--- src/rtl/pcm_slot_pkg.sv ---
package pcm_slot_pkg;
  localparam int unsigned SLOT_W   = 6;
  localparam int unsigned BYTE_W   = 8;
  localparam int unsigned BIT_W    = $clog2(BYTE_W);
  localparam int unsigned MIN_LAST = 3;

  typedef enum logic [1:0] {
    MODE_OFF = 2'b00,
    MODE_ALT = 2'b01,
    MODE_PCM = 2'b10,
    MODE_RSV = 2'b11
  } ch_mode_e;

  typedef struct packed {
    ch_mode_e            mode;
    logic [SLOT_W-1:0]   slot;
  } slot_asg_t;

  function automatic logic [SLOT_W-1:0] clamp_last(input logic [SLOT_W-1:0] v);
    return (v < SLOT_W'(MIN_LAST)) ? SLOT_W'(MIN_LAST) : v;
  endfunction

  function automatic logic owns_slot(input slot_asg_t a, input logic [SLOT_W-1:0] s);
    return (a.mode == MODE_PCM) && (a.slot == s);
  endfunction
endpackage

--- src/rtl/pcm_slot_counter.sv ---
module pcm_slot_counter
  import pcm_slot_pkg::*;
(
  input  logic                clk,
  input  logic                rst_n,
  input  logic                fsync,
  input  logic [SLOT_W-1:0]   cfg_last,
  output logic [SLOT_W-1:0]   cur_slot,
  output logic [BIT_W-1:0]    cur_bit,
  output logic [SLOT_W-1:0]   cur_last,
  output logic                locked,
  output logic [SLOT_W-1:0]   nxt_slot,
  output logic [BIT_W-1:0]    nxt_bit,
  output logic                nxt_frame_start,
  output logic                frame_err
);
  localparam logic [BIT_W-1:0] LAST_BIT = BIT_W'(BYTE_W - 1);

  logic at_end;
  logic err_now;

  always_comb begin
    at_end = (cur_bit == LAST_BIT) && (cur_slot == cur_last);
    if (fsync) begin
      nxt_slot = '0;
      nxt_bit  = '0;
    end else if (cur_bit == LAST_BIT) begin
      nxt_bit  = '0;
      nxt_slot = at_end ? '0 : cur_slot + 1'b1;
    end else begin
      nxt_bit  = cur_bit + 1'b1;
      nxt_slot = cur_slot;
    end
    nxt_frame_start = (nxt_slot == '0) && (nxt_bit == '0);
    err_now = locked && (fsync ? !at_end : at_end);
  end

  always_ff @(posedge clk or negedge rst_n) begin
    if (!rst_n) begin
      cur_slot  <= '0;
      cur_bit   <= '0;
      cur_last  <= '1;
      locked    <= 1'b0;
      frame_err <= 1'b0;
    end else begin
      cur_slot  <= nxt_slot;
      cur_bit   <= nxt_bit;
      frame_err <= err_now;
      if (nxt_frame_start) cur_last <= clamp_last(cfg_last);
      if (fsync)           locked   <= 1'b1;
    end
  end
endmodule

--- src/rtl/pcm_slot_map.sv ---
module pcm_slot_map
  import pcm_slot_pkg::*;
#(
  parameter int unsigned NCH  = 8,
  parameter int unsigned CH_W = $clog2(NCH)
) (
  input  logic                clk,
  input  logic                rst_n,
  input  logic                wr_en,
  input  logic [CH_W-1:0]     wr_ch,
  input  logic [1:0]          wr_mode,
  input  logic [SLOT_W-1:0]   wr_slot,
  input  logic                apply,
  input  logic [SLOT_W-1:0]   look_slot,
  output logic                hit,
  output logic [CH_W-1:0]     hit_ch
);
  slot_asg_t        shadow [NCH];
  slot_asg_t        active [NCH];
  logic [NCH-1:0]   match;

  for (genvar g = 0; g < NCH; g++) begin : g_ch
    slot_asg_t sel;

    always_ff @(posedge clk or negedge rst_n) begin
      if (!rst_n) begin
        shadow[g] <= '{mode: MODE_OFF, slot: '0};
        active[g] <= '{mode: MODE_OFF, slot: '0};
      end else begin
        if (apply) active[g] <= shadow[g];
        if (wr_en && (wr_ch == CH_W'(g)))
          shadow[g] <= '{mode: ch_mode_e'(wr_mode), slot: wr_slot};
      end
    end

    assign sel      = apply ? shadow[g] : active[g];
    assign match[g] = owns_slot(sel, look_slot);
  end

  always_comb begin
    hit    = 1'b0;
    hit_ch = '0;
    for (int i = NCH - 1; i >= 0; i--) begin
      if (match[i]) begin
        hit    = 1'b1;
        hit_ch = CH_W'(i);
      end
    end
  end
endmodule

--- src/rtl/pcm_slot_shift.sv ---
module pcm_slot_shift
  import pcm_slot_pkg::*;
#(
  parameter int unsigned NCH  = 8,
  parameter int unsigned CH_W = $clog2(NCH)
) (
  input  logic                  clk,
  input  logic                  rst_n,
  input  logic                  load,
  input  logic                  grant,
  input  logic [CH_W-1:0]       grant_ch,
  input  logic [NCH*BYTE_W-1:0] tx_flat,
  input  logic [BIT_W-1:0]      cur_bit,
  input  logic                  din,
  output logic                  dout,
  output logic                  dout_oe,
  output logic                  rx_valid,
  output logic [BYTE_W-1:0]     rx_byte,
  output logic [CH_W-1:0]       rx_ch
);
  localparam logic [BIT_W-1:0] LAST_BIT = BIT_W'(BYTE_W - 1);

  logic [BYTE_W-1:0] tx_sh;
  logic [BYTE_W-1:0] rx_sh;
  logic [BYTE_W-1:0] pick;
  logic [CH_W-1:0]   own_ch;
  logic              din_fall;

  assign pick = grant ? tx_flat[int'(grant_ch)*BYTE_W +: BYTE_W] : '0;

  always_ff @(posedge clk or negedge rst_n) begin
    if (!rst_n) begin
      tx_sh   <= '0;
      dout    <= 1'b0;
      dout_oe <= 1'b0;
      own_ch  <= '0;
    end else if (load) begin
      dout    <= pick[BYTE_W-1];
      tx_sh   <= {pick[BYTE_W-2:0], 1'b0};
      dout_oe <= grant;
      own_ch  <= grant_ch;
    end else begin
      dout    <= tx_sh[BYTE_W-1];
      tx_sh   <= {tx_sh[BYTE_W-2:0], 1'b0};
    end
  end

  always_ff @(negedge clk or negedge rst_n) begin
    if (!rst_n) din_fall <= 1'b0;
    else        din_fall <= din;
  end

  always_ff @(posedge clk or negedge rst_n) begin
    if (!rst_n) begin
      rx_sh    <= '0;
      rx_valid <= 1'b0;
      rx_byte  <= '0;
      rx_ch    <= '0;
    end else begin
      rx_valid <= 1'b0;
      if (dout_oe) begin
        rx_sh <= {rx_sh[BYTE_W-2:0], din_fall};
        if (cur_bit == LAST_BIT) begin
          rx_valid <= 1'b1;
          rx_byte  <= {rx_sh[BYTE_W-2:0], din_fall};
          rx_ch    <= own_ch;
        end
      end
    end
  end
endmodule

--- src/rtl/pcm_slot_port.sv ---
module pcm_slot_port
  import pcm_slot_pkg::*;
#(
  parameter int unsigned NCH  = 8,
  localparam int unsigned CH_W = $clog2(NCH)
) (
  input  logic                  clk,
  input  logic                  rst_n,
  input  logic                  pcm_fsync,
  input  logic                  pcm_din,
  output logic                  pcm_dout,
  output logic                  pcm_dout_oe,
  input  logic [SLOT_W-1:0]     cfg_last_slot,
  input  logic                  cfg_wr,
  input  logic [CH_W-1:0]       cfg_wr_ch,
  input  logic [1:0]            cfg_wr_mode,
  input  logic [SLOT_W-1:0]     cfg_wr_slot,
  input  logic [NCH*BYTE_W-1:0] tx_data,
  output logic                  rx_valid,
  output logic [BYTE_W-1:0]     rx_byte,
  output logic [CH_W-1:0]       rx_ch,
  output logic                  frame_err
);
  logic [SLOT_W-1:0] cur_slot, cur_last, nxt_slot;
  logic [BIT_W-1:0]  cur_bit, nxt_bit;
  logic              locked, nxt_frame_start;
  logic              map_hit, grant, slot_load;
  logic [CH_W-1:0]   map_ch;

  pcm_slot_counter u_cnt (
    .clk(clk), .rst_n(rst_n), .fsync(pcm_fsync), .cfg_last(cfg_last_slot),
    .cur_slot(cur_slot), .cur_bit(cur_bit), .cur_last(cur_last), .locked(locked),
    .nxt_slot(nxt_slot), .nxt_bit(nxt_bit), .nxt_frame_start(nxt_frame_start),
    .frame_err(frame_err)
  );

  pcm_slot_map #(.NCH(NCH), .CH_W(CH_W)) u_map (
    .clk(clk), .rst_n(rst_n), .wr_en(cfg_wr), .wr_ch(cfg_wr_ch),
    .wr_mode(cfg_wr_mode), .wr_slot(cfg_wr_slot), .apply(nxt_frame_start),
    .look_slot(nxt_slot), .hit(map_hit), .hit_ch(map_ch)
  );

  assign grant     = map_hit && (pcm_fsync || locked);
  assign slot_load = (nxt_bit == '0);

  pcm_slot_shift #(.NCH(NCH), .CH_W(CH_W)) u_shf (
    .clk(clk), .rst_n(rst_n), .load(slot_load), .grant(grant), .grant_ch(map_ch),
    .tx_flat(tx_data), .cur_bit(cur_bit), .din(pcm_din), .dout(pcm_dout),
    .dout_oe(pcm_dout_oe), .rx_valid(rx_valid), .rx_byte(rx_byte), .rx_ch(rx_ch)
  );
endmodule

--- config.mk ---
export PLATFORM = sky130hd
export DESIGN_NAME = pcm_slot_port
export DESIGN_NICKNAME = d
export VERILOG_FILES = /design/src/rtl/pcm_slot_pkg.sv /design/src/rtl/pcm_slot_counter.sv /design/src/rtl/pcm_slot_map.sv /design/src/rtl/pcm_slot_shift.sv /design/src/rtl/pcm_slot_port.sv
export SDC_FILE = /design/constraint.sdc
export NUM_CORES = 1
export LEC_CHECK = 0
export BUFFER_PORTS_ARGS = -buffer_cell sky130_fd_sc_hd__buf_4
export CAP_MARGIN = 10
export CORE_AREA = 2 2 91 181
export CTS_BUF_LIST = sky130_fd_sc_hd__clkbuf_4 sky130_fd_sc_hd__clkbuf_8
export DETAILED_ROUTE_END_ITERATION = 6
export DIE_AREA = 0 0 93 183
export PLACE_DENSITY = 0.81
export SYNTH_ARGS = -nofsm -noshare
export SYNTH_HDL_FRONTEND = slang
export SYNTH_SLANG_ARGS = --single-unit
--- constraint.sdc ---
create_clock -name clk -period 4.69 [get_ports clk]
set_clock_uncertainty 0.1 [all_clocks]
set_input_delay 1.1725 -clock clk [delete_from_list [all_inputs] [get_ports clk]]
set_output_delay 1.1725 -clock clk [all_outputs]
set_load 0.01 [all_outputs]
# ---- Word-level counts from Yosys, hierarchy flattened
# Cells that the tools add are included.
dict set report classes {
  addsub 2
  magnitude_cmp 1
  n_eq_ne 25
  n_shift 1
  muxes 36
  reduce_logical 26
}
# op n
set op_table {}
lappend op_table {{2-to-1 mux 8 bit} 10}
lappend op_table {{variable part select 64 x 7 -> 8 bit} 1}
lappend op_table {{== test 6 bit} 9}
lappend op_table {{2-to-1 mux 3 bit} 10}
lappend op_table {{2-to-1 mux 6 bit} 4}
lappend op_table {{logical AND 1 bit} 20}
lappend op_table {{== test 2 bit, second input constant} 8}
lappend op_table {{== test 3 bit, second input constant} 5}
lappend op_table {{2-to-1 mux 1 bit} 12}
lappend op_table {{adder 6 x 1 -> 6 bit, second input constant} 1}
lappend op_table {{== test 3 x 2 -> 1 bit, second input constant} 2}
lappend op_table {{zero test 3 bit} 2}
lappend op_table {{zero test 6 bit} 1}
lappend op_table {{less-than comparator 6 x 2 -> 1 bit, second input constant} 1}
lappend op_table {{adder 3 x 1 -> 3 bit, second input constant} 1}
lappend op_table {{== test 3 x 1 -> 1 bit, second input constant} 1}
lappend op_table {{AND reduction 2 bit} 1}
lappend op_table {{zero test 1 bit} 1}
lappend op_table {{logical OR 1 bit} 1}
dict set report totals {
  ff_bits 178
  inputBits 86
  output_inout_bits 15
  word_cells 137
}

# ---- Logic depth before layout (Yosys ltp)
# Gate-level depths: netlist (run 1).
dict set report depth {
  word_depth 21
  depth_mapped 21
  depth_no_buf 15
}

# ---- By module
# From an unflattened synthesis (run 1), not the netlist that was laid out.
dict set report unflattened {
  cells_unflattened 613
  hier_area_um2 8331.7
}
# module n_inst cells_per_inst area_per_inst_um2 seq_area_each_um2
set by_module_without_submodules {}
lappend by_module_without_submodules {pcm_slot_map 1 403 5642.9 3203.1}
lappend by_module_without_submodules {pcm_slot_shift 1 124 1681.6 800.8}
lappend by_module_without_submodules {pcm_slot_counter 1 84 989.7 432.9}
lappend by_module_without_submodules {pcm_slot_port 1 2 17.5 0.0}

==> flow_summary.json, run 1 <==
{
  "run_status": "finished, final reports clean",
  "yosys.area_share.simple_pct": 14.83,
  "synth_nets": 884,
  "fmax_ghz": 0.2244,
  "die_x_um": 93,
  "tritoncts": "done",
  "wl_per_cell_um": 18.59,
  "crit_arrival_ps": 4670,
  "max_stage_delay_ps": 430,
  "rsz0062_at_grt": "no",
  "ys_ff_latch": 177,
  "synth-compound-area-share_pct": 9.295,
  "firstDrtPassIters": 5,
  "hold_end": "u_cnt.cur_last[0]$_DFFE_PN1N_",
  "postSynthAreaPerCell_um2": 11.02,
  "yosysWarnings": 0,
  "r2r_start": "u_cnt.cur_bit[0]$_DFF_PN0_",
  "crit_chain": "ha_1 > ha_1 > buf_4 > o32a_1 > nor3_1 > buf_4 > a21o_2 > buf_12 > mux2_2 > xnor2_1 > nand4_1 > o21ai_2 > a21oi_2 > or2_2 > o221ai_1 > o221ai_1",
  "fin_hold_ws_ps": 371.5,
  "die_area_um2": 17020,
  "grt.total_usage_pct": 25.05,
  "clock_sinks": 177,
  "met2_usage_pct": 41.65,
  "die_h_um": 183,
  "layout_commonest_cell": "dfrtp_1",
  "holdCritPathClass": "reg -> reg",
  "seqPwrFrac_pct": 50.9,
  "grt_pass1_wl_mm": 33.19,
  "switching_share_pct": 32.34,
  "grt_start_max_net_pins": 74,
  "pin_count": 101,
  "cts_root_buffer": "clkbuf_8",
  "port_buffers": 100,
  "drtAntennaViolNets": 0,
  "syn_to_final_growth_pct": 17.36,
  "crit_fanout": 36,
  "core-area_um2": 15620,
  "cts.path.max_buffers": 2,
  "hp-start": "u_cnt.cur_last[0]$_DFFE_PN1N_",
  "antenna_cells": 0,
  "synthCells": 795,
  "syn_area_um2": 8763,
  "rrSetupSlack_ps": 230,
  "finalHoldViolCount": 0,
  "cts_made_buffers": 17,
  "use_met1_pct": 32.06,
  "fillers": 1170,
  "worst_setup_path_start_kind": "flip-flop",
  "power.share.clock_pct": 25.9,
  "rows": 65,
  "p_switching_mw": 1.321,
  "ctsHoldBuffers": 0,
  "grt_pass1_vias": 6553,
  "antenna_found_initial": 0,
  "crit_type": "reg -> reg",
  "synth-xor-area-share_pct": 4.897,
  "synth_ff_type": "dfrtp_1",
  "ys_seq_area_share_pct": 50.63,
  "gr-max-usage-layer": "met2",
  "hold-path-cell-count": 2,
  "clock_latency_ps": 470,
  "clk_pin_slew_ps": 100,
  "via_per_inst": 5.869,
  "power.density_nw_per_um2": 397.2,
  "gp_congestion": 0.8709,
  "drtIter0Drc": 484,
  "drt_wl_total_mm": 20.82,
  "synth_top_family_by_area": "multiplexers",
  "design_area_um2": 10280,
  "power_frac_comb_pct": 23.2,
  "drc": 0,
  "synthAdderAreaFrac_pct": 0.4283,
  "dpl_cell_area_um2": 9814,
  "finalSetupViolCount": 0,
  "num_vias": 6573,
  "ir_worst_vdd_uv": 313.0,
  "start_util_pct": 56.12,
  "end_kind": "flip-flop",
  "dp_hpwl_mm": 14.44,
  "layout-drive-gt1-share_pct": 33.51,
  "crit_required_ps": 4900,
  "met3_usage_pct": 4.601,
  "max_slew_margin_pct": 36.07,
  "synthDistinctLibCells": 75,
  "fin_crit_ps": 4457,
  "power_mw": 4.085,
  "tightest_slew_ps": 951.7,
  "fin_util_pct": 65.87,
  "final_nets": 995,
  "layout_common_cells": "dfrtp_1 (170), nand2_1 (157), buf_4 (125), mux2_2 (107), nor2_1 (35)",
  "critPathSlowestCell": "or2_2",
  "p_int_mw": 2.764,
  "grt-ovfl-total": 0,
  "finalMaxSlewViolations": 0,
  "fin_crit_sh_pct": 95.04,
  "synth_async_sr_flop_share_pct": 100.0,
  "synth_edf_count": 0,
  "p_leak_nw": 4.867,
  "setup_tns_ps": 0,
  "r2r.worst_path.cells": 16,
  "muxShareOfSynthArea_pct": 16.18,
  "r2r-end": "u_shf.tx_sh[1]$_DFF_PN0_",
  "max-cap-violations": 0,
  "cts.htree.levels": 4
}
[layout make-up]
class	count	area, µm²	share of cell area, %
tap	201	251.5	2.445
timing repair buffer	132	1070	10.40
clock inverter	15	182.7	1.776
multi-input combinational	555	4021	39.10
clock buffer	17	234.0	2.275
sequential	177	4437	43.14
inverter	23	88.84	0.8637
[power by group through the flow]
stage	clock network [mW]	registers [mW]	logic, mW
floorplan	0	2.03	0.682
global placement	0	2.08	0.896
detailed placement	0	2.10	0.932
CTS	1.08	2.07	0.938
global route	1.14	2.12	1.05
finish	1.06	2.08	0.948
[stage by stage]
| step | instances | worst slack (ps) |
|---|---|---|
| finish | 1120 | 232.8 |
| global route | 1120 | 1.671 |
| CTS | 1114 | 187.3 |
| detailed placement | 1082 | 146.3 |
| global placement | 1082 | 220.2 |
| floorplan | 795 | 769.5 |
[metal layers]
layer	up-vias	routed length (µm)
li1	3011	-
met1	3281	8217
met2	223	10810
met3	58	1020
met4	0	770
met5	-	0
[critical path, delay by kind of cell (launching register included)]
kind / cells / cell delay [ps]
flip-flops: 1 / 410
adder cells (fa/ha/maj): 2 / 460
AND/OR/NAND/NOR: 3 / 820
AO/OA/AOI/OAI: 6 / 1350
buffers and inverters: 3 / 580
multiplexers: 1 / 390
XOR/XNOR: 1 / 160
[synthesized netlist by cell type, types with 4 or more instances]
master      n  area [µm²]
nand2b_1    7       43.79
o221ai_1   14       122.6
mux2i_1    16       160.2
nand4_1     7       43.79
xor2_1     18       157.7
nand3_1     5       25.02
mux2_2    107        1205
buf_4       4       30.03
nor4_1      5       31.28
o21ai_1     4       20.02
a211oi_1    5       37.54
nand4b_1    8       70.07
nand2_1   157       589.3
nor3b_1     4       30.03
inv_1      20       75.07
or3_1       4       25.02
xnor2_1    31       271.5
buf_2       8       40.04
a211o_1     9       78.83
nor2_1     35       131.4
clkbuf_1   20       75.07
dfstp_2     6       157.7
dfrtp_1   170        4254
a21oi_1     6       30.03
o21ai_0    22       110.1
nor2b_1     6       37.54
buf_6       7       78.83
nor3_1      9       45.04
o21ai_2     4       35.03
nand3b_1    4       30.03
[how the worst max path moves through the flow]
stage	start	endpoint	slack, ps	cells past startpoint
floorplan	pcm_fsync	u_shf.dout$_DFF_PN0_	770	14
global placement	pcm_fsync	u_shf.tx_sh[1]$_DFF_PN0_	220	16
detailed placement	pcm_fsync	u_shf.tx_sh[5]$_DFF_PN0_	150	15
CTS	u_cnt.cur_bit[0]$_DFF_PN0_	u_shf.tx_sh[1]$_DFF_PN0_	190	16
global route	u_cnt.cur_bit[0]$_DFF_PN0_	u_shf.tx_sh[7]$_DFF_PN0_	2	16
finish	u_cnt.cur_bit[0]$_DFF_PN0_	u_shf.tx_sh[1]$_DFF_PN0_	230	16
[kinds of logic after synthesis]
| group | Yosys count |
|---|---|
| xor gates and xnor gates | 49 |
| DFF | 177 |
| muxes | 127 |
| and+or+nand+nor | 271 |
| adders and majority gates | 3 |
| AOI/OAI and AO/OA | 105 |
| buffers and inverters | 63 |
[sequential cells by signal (all words and copies together), names as in the netlist, 3 cells and up]
signal,flops
u_cnt.cur_bit,3
u_cnt.cur_last,6
u_cnt.cur_slot,6
u_map.active,64
u_map.shadow,64
u_shf.own_ch,3
u_shf.rx_byte,8
u_shf.rx_ch,3
u_shf.rx_sh,7
u_shf.tx_sh,7
[what timing repair did]
item | CTS | global route
setup buffers | 0 | 6
setup endpoints to repair | 0 | 8
gates resized for setup | 0 | 2
Note: power is estimated with default switching activity, not from simulation.
==> run 2, diff against run 1 <==
Settings changed: SETUP_SLACK_MARGIN from default to 0.4.
==> run 2 against run 1 <==
- die area did not move
- non-clock buffer count rose by 17
- power rose by 2.2%
- fmax rose by 2.0%
- sequential share of layout area shrank 1.4 points
- setup slack gained 88 ps
- hold slack about the same
- wire length up 7.4%
- core utilization increased by 2.3 points
- final area up 3.5%
- via count is 2.5% higher
- critical endpoint is now u_shf.tx_sh[6]$_DFF_PN0_
- highest routed layer unchanged
==> flow_summary.json, run 2 (same netlist as run 1, synthesis figures left out) <==
{
  "crit_type": "reg -> reg",
  "final_nets": 1013,
  "core-area_um2": 15620,
  "crit_fanout": 18,
  "drc": 0,
  "max_stage_delay_ps": 430,
  "ir_worst_vdd_uv": 307.6,
  "layout-drive-gt1-share_pct": 36.93,
  "fin_crit_ps": 4369,
  "max_slew_margin_pct": 35.38,
  "gr-max-usage-layer": "met2",
  "cts_root_buffer": "clkbuf_8",
  "die_x_um": 93,
  "fmax_ghz": 0.2289,
  "tritoncts": "done",
  "port_buffers": 100,
  "fillers": 1107,
  "gp_congestion": 0.8709,
  "worst_setup_path_start_kind": "flip-flop",
  "firstDrtPassIters": 5,
  "end_kind": "flip-flop",
  "wl_per_cell_um": 19.65,
  "run_status": "finished, final reports clean",
  "power.density_nw_per_um2": 392.3,
  "antenna_found_initial": 0,
  "ctsHoldBuffers": 0,
  "met3_usage_pct": 4.643,
  "rows": 65,
  "clock_sinks": 177,
  "setup_tns_ps": 0,
  "place_ws_ps": 146.3,
  "crit_required_ps": 4950,
  "clock_latency_ps": 480,
  "use_met1_pct": 33.30,
  "layout_commonest_cell": "dfrtp_1",
  "grt_start_max_net_pins": 74,
  "via_per_inst": 5.923,
  "drt_wl_total_mm": 22.36,
  "cts.htree.levels": 4,
  "die_h_um": 183,
  "rsz0062_at_grt": "yes",
  "finalMaxSlewViolations": 0,
  "antenna_cells": 0,
  "start_util_pct": 56.12,
  "syn_to_final_growth_pct": 21.46,
  "die_area_um2": 17020,
  "dp_hpwl_mm": 14.44,
  "crit_arrival_ps": 4630,
  "num_vias": 6740,
  "p_leak_nw": 4.984,
  "critPathSlowestCell": "dfrtp_1",
  "max-cap-violations": 0,
  "pin_count": 101,
  "tightest_slew_ps": 961.9,
  "finalSetupViolCount": 0,
  "fin_crit_sh_pct": 93.17,
  "met2_usage_pct": 42.61,
  "finalHoldViolCount": 0,
  "drtAntennaViolNets": 0,
  "drtIter0Drc": 512,
  "grt_pass1_vias": 6701,
  "crit_chain": "ha_4 > ha_4 > nand4_1 > xnor2_2 > nor3_2 > buf_4 > a21o_4 > buf_12 > or3_1 > a32oi_1 > nand4_1 > or4b_1 > nand4b_1 > buf_4 > a221oi_1 > o221a_1 > a221oi_2",
  "grt.total_usage_pct": 25.81,
  "clk_pin_slew_ps": 110,
  "holdCritPathClass": "reg -> reg",
  "grt-ovfl-total": 0,
  "final.setup.worst_slack_ps": 320.6,
  "cts_made_buffers": 17,
  "cts.path.max_buffers": 2,
  "reg_top3": "u_map.active x64, u_map.shadow x64, u_shf.rx_byte x8",
  "layout_common_cells": "dfrtp_1 (169), nand2_1 (157), buf_4 (137), mux2_2 (107), nor2_1 (35)",
  "grt_pass1_wl_mm": 34.13
}
==> run 2: cell types whose count changed in the layout (fill, tap and decap cells not counted), sizes merged <==
cell,before,now
buf,132,147
bufbuf,0,1
clkbuf,17,18
or2,4,5
==> run 2: area by class of cell <==
class / count / area (µm²) / share of cell area, %
clock buffers: 17 / 234.0 / 2.198
flip-flops and latches: 177 / 4438 / 41.69
inverters: 23 / 88.84 / 0.8346
well taps: 201 / 251.5 / 2.363
multi-input cells: 556 / 4198 / 39.44
clock inverters: 15 / 182.7 / 1.716
repair buffers: 149 / 1251 / 11.75
==> run 2: timing repair <==
item | 4_1_cts | 5_1_grt
endpoints found under the hold margin | 0 | 0
buffers inserted | 6 | 15
pin swaps | 4 | 18
cloned | 1 | 2
resized for setup | 11 | 26
setup endpoints to repair | 8 | 9
==> run 2: critical path: cells and delay by family (launching register included) <==
kind | cells | cell delay (ps)
AND/OR/NAND/NOR | 6 | 1480
flip-flops | 1 | 430
adder cells (fa/ha/maj) | 2 | 350
XOR/XNOR | 1 | 310
buffers and inverters | 3 | 540
AO/OA/AOI/OAI | 5 | 1040
==> run 2: metal layers <==
layer | wire length, µm | share of wire (%) | up-vias
met5 | 0 | 0 | -
met4 | 826 | 3.7 | 0
met3 | 1188 | 5.3 | 72
met2 | 11670 | 52 | 254
met1 | 8675 | 39 | 3367
li1 | - | - | 3047
==> run 2: worst paths after layout <==
| kind | slack, ps | endpoint | from | cells past startpoint |
|---|---|---|---|---|
| worst min-delay path | 370 | u_map.active[22]$_DFF_PN0_ | u_map.active[22]$_DFF_PN0_ | 2 |
| min in group asynchronous | 740 | u_map.active[30]$_DFF_PN0_ | rst_n | 2 |
| worst max-delay path | 320 | u_shf.tx_sh[6]$_DFF_PN0_ | u_cnt.cur_bit[0]$_DFF_PN0_ | 17 |
| worst min register to register | 370 | u_map.active[22]$_DFF_PN0_ | u_map.active[22]$_DFF_PN0_ | 2 |
| max in group asynchronous | 1710 | u_shf.din_fall$_DFF_NN0_ | rst_n | 1 |
| worst max register to register | 320 | u_shf.tx_sh[6]$_DFF_PN0_ | u_cnt.cur_bit[0]$_DFF_PN0_ | 17 |
==> run 2: report_power, final <==
group	leakage [nW]	internal (mW)	switching, mW
Combinational	2.59	0.540	0.495
Sequential	2.19	1.86	0.224
Clock	0.210	0.411	0.645
Total	4.98	2.81	1.36
==> run 2: stage by stage <==
stage	power, mW	hold WS [ps]	instance area (µm²)	instances	util [%]
3_5_place_dp	3.030	351.1	9814	1082	62.85
6_report	4.175	371.5	10640	1138	68.17
3_3_place_gp	2.973	336.3	9814	1082	62.85
4_1_cts	4.115	371.3	10360	1121	66.34
2_1_floorplan	2.714	329.5	8763	795	-
5_1_grt	4.390	396.4	10640	1138	68.17
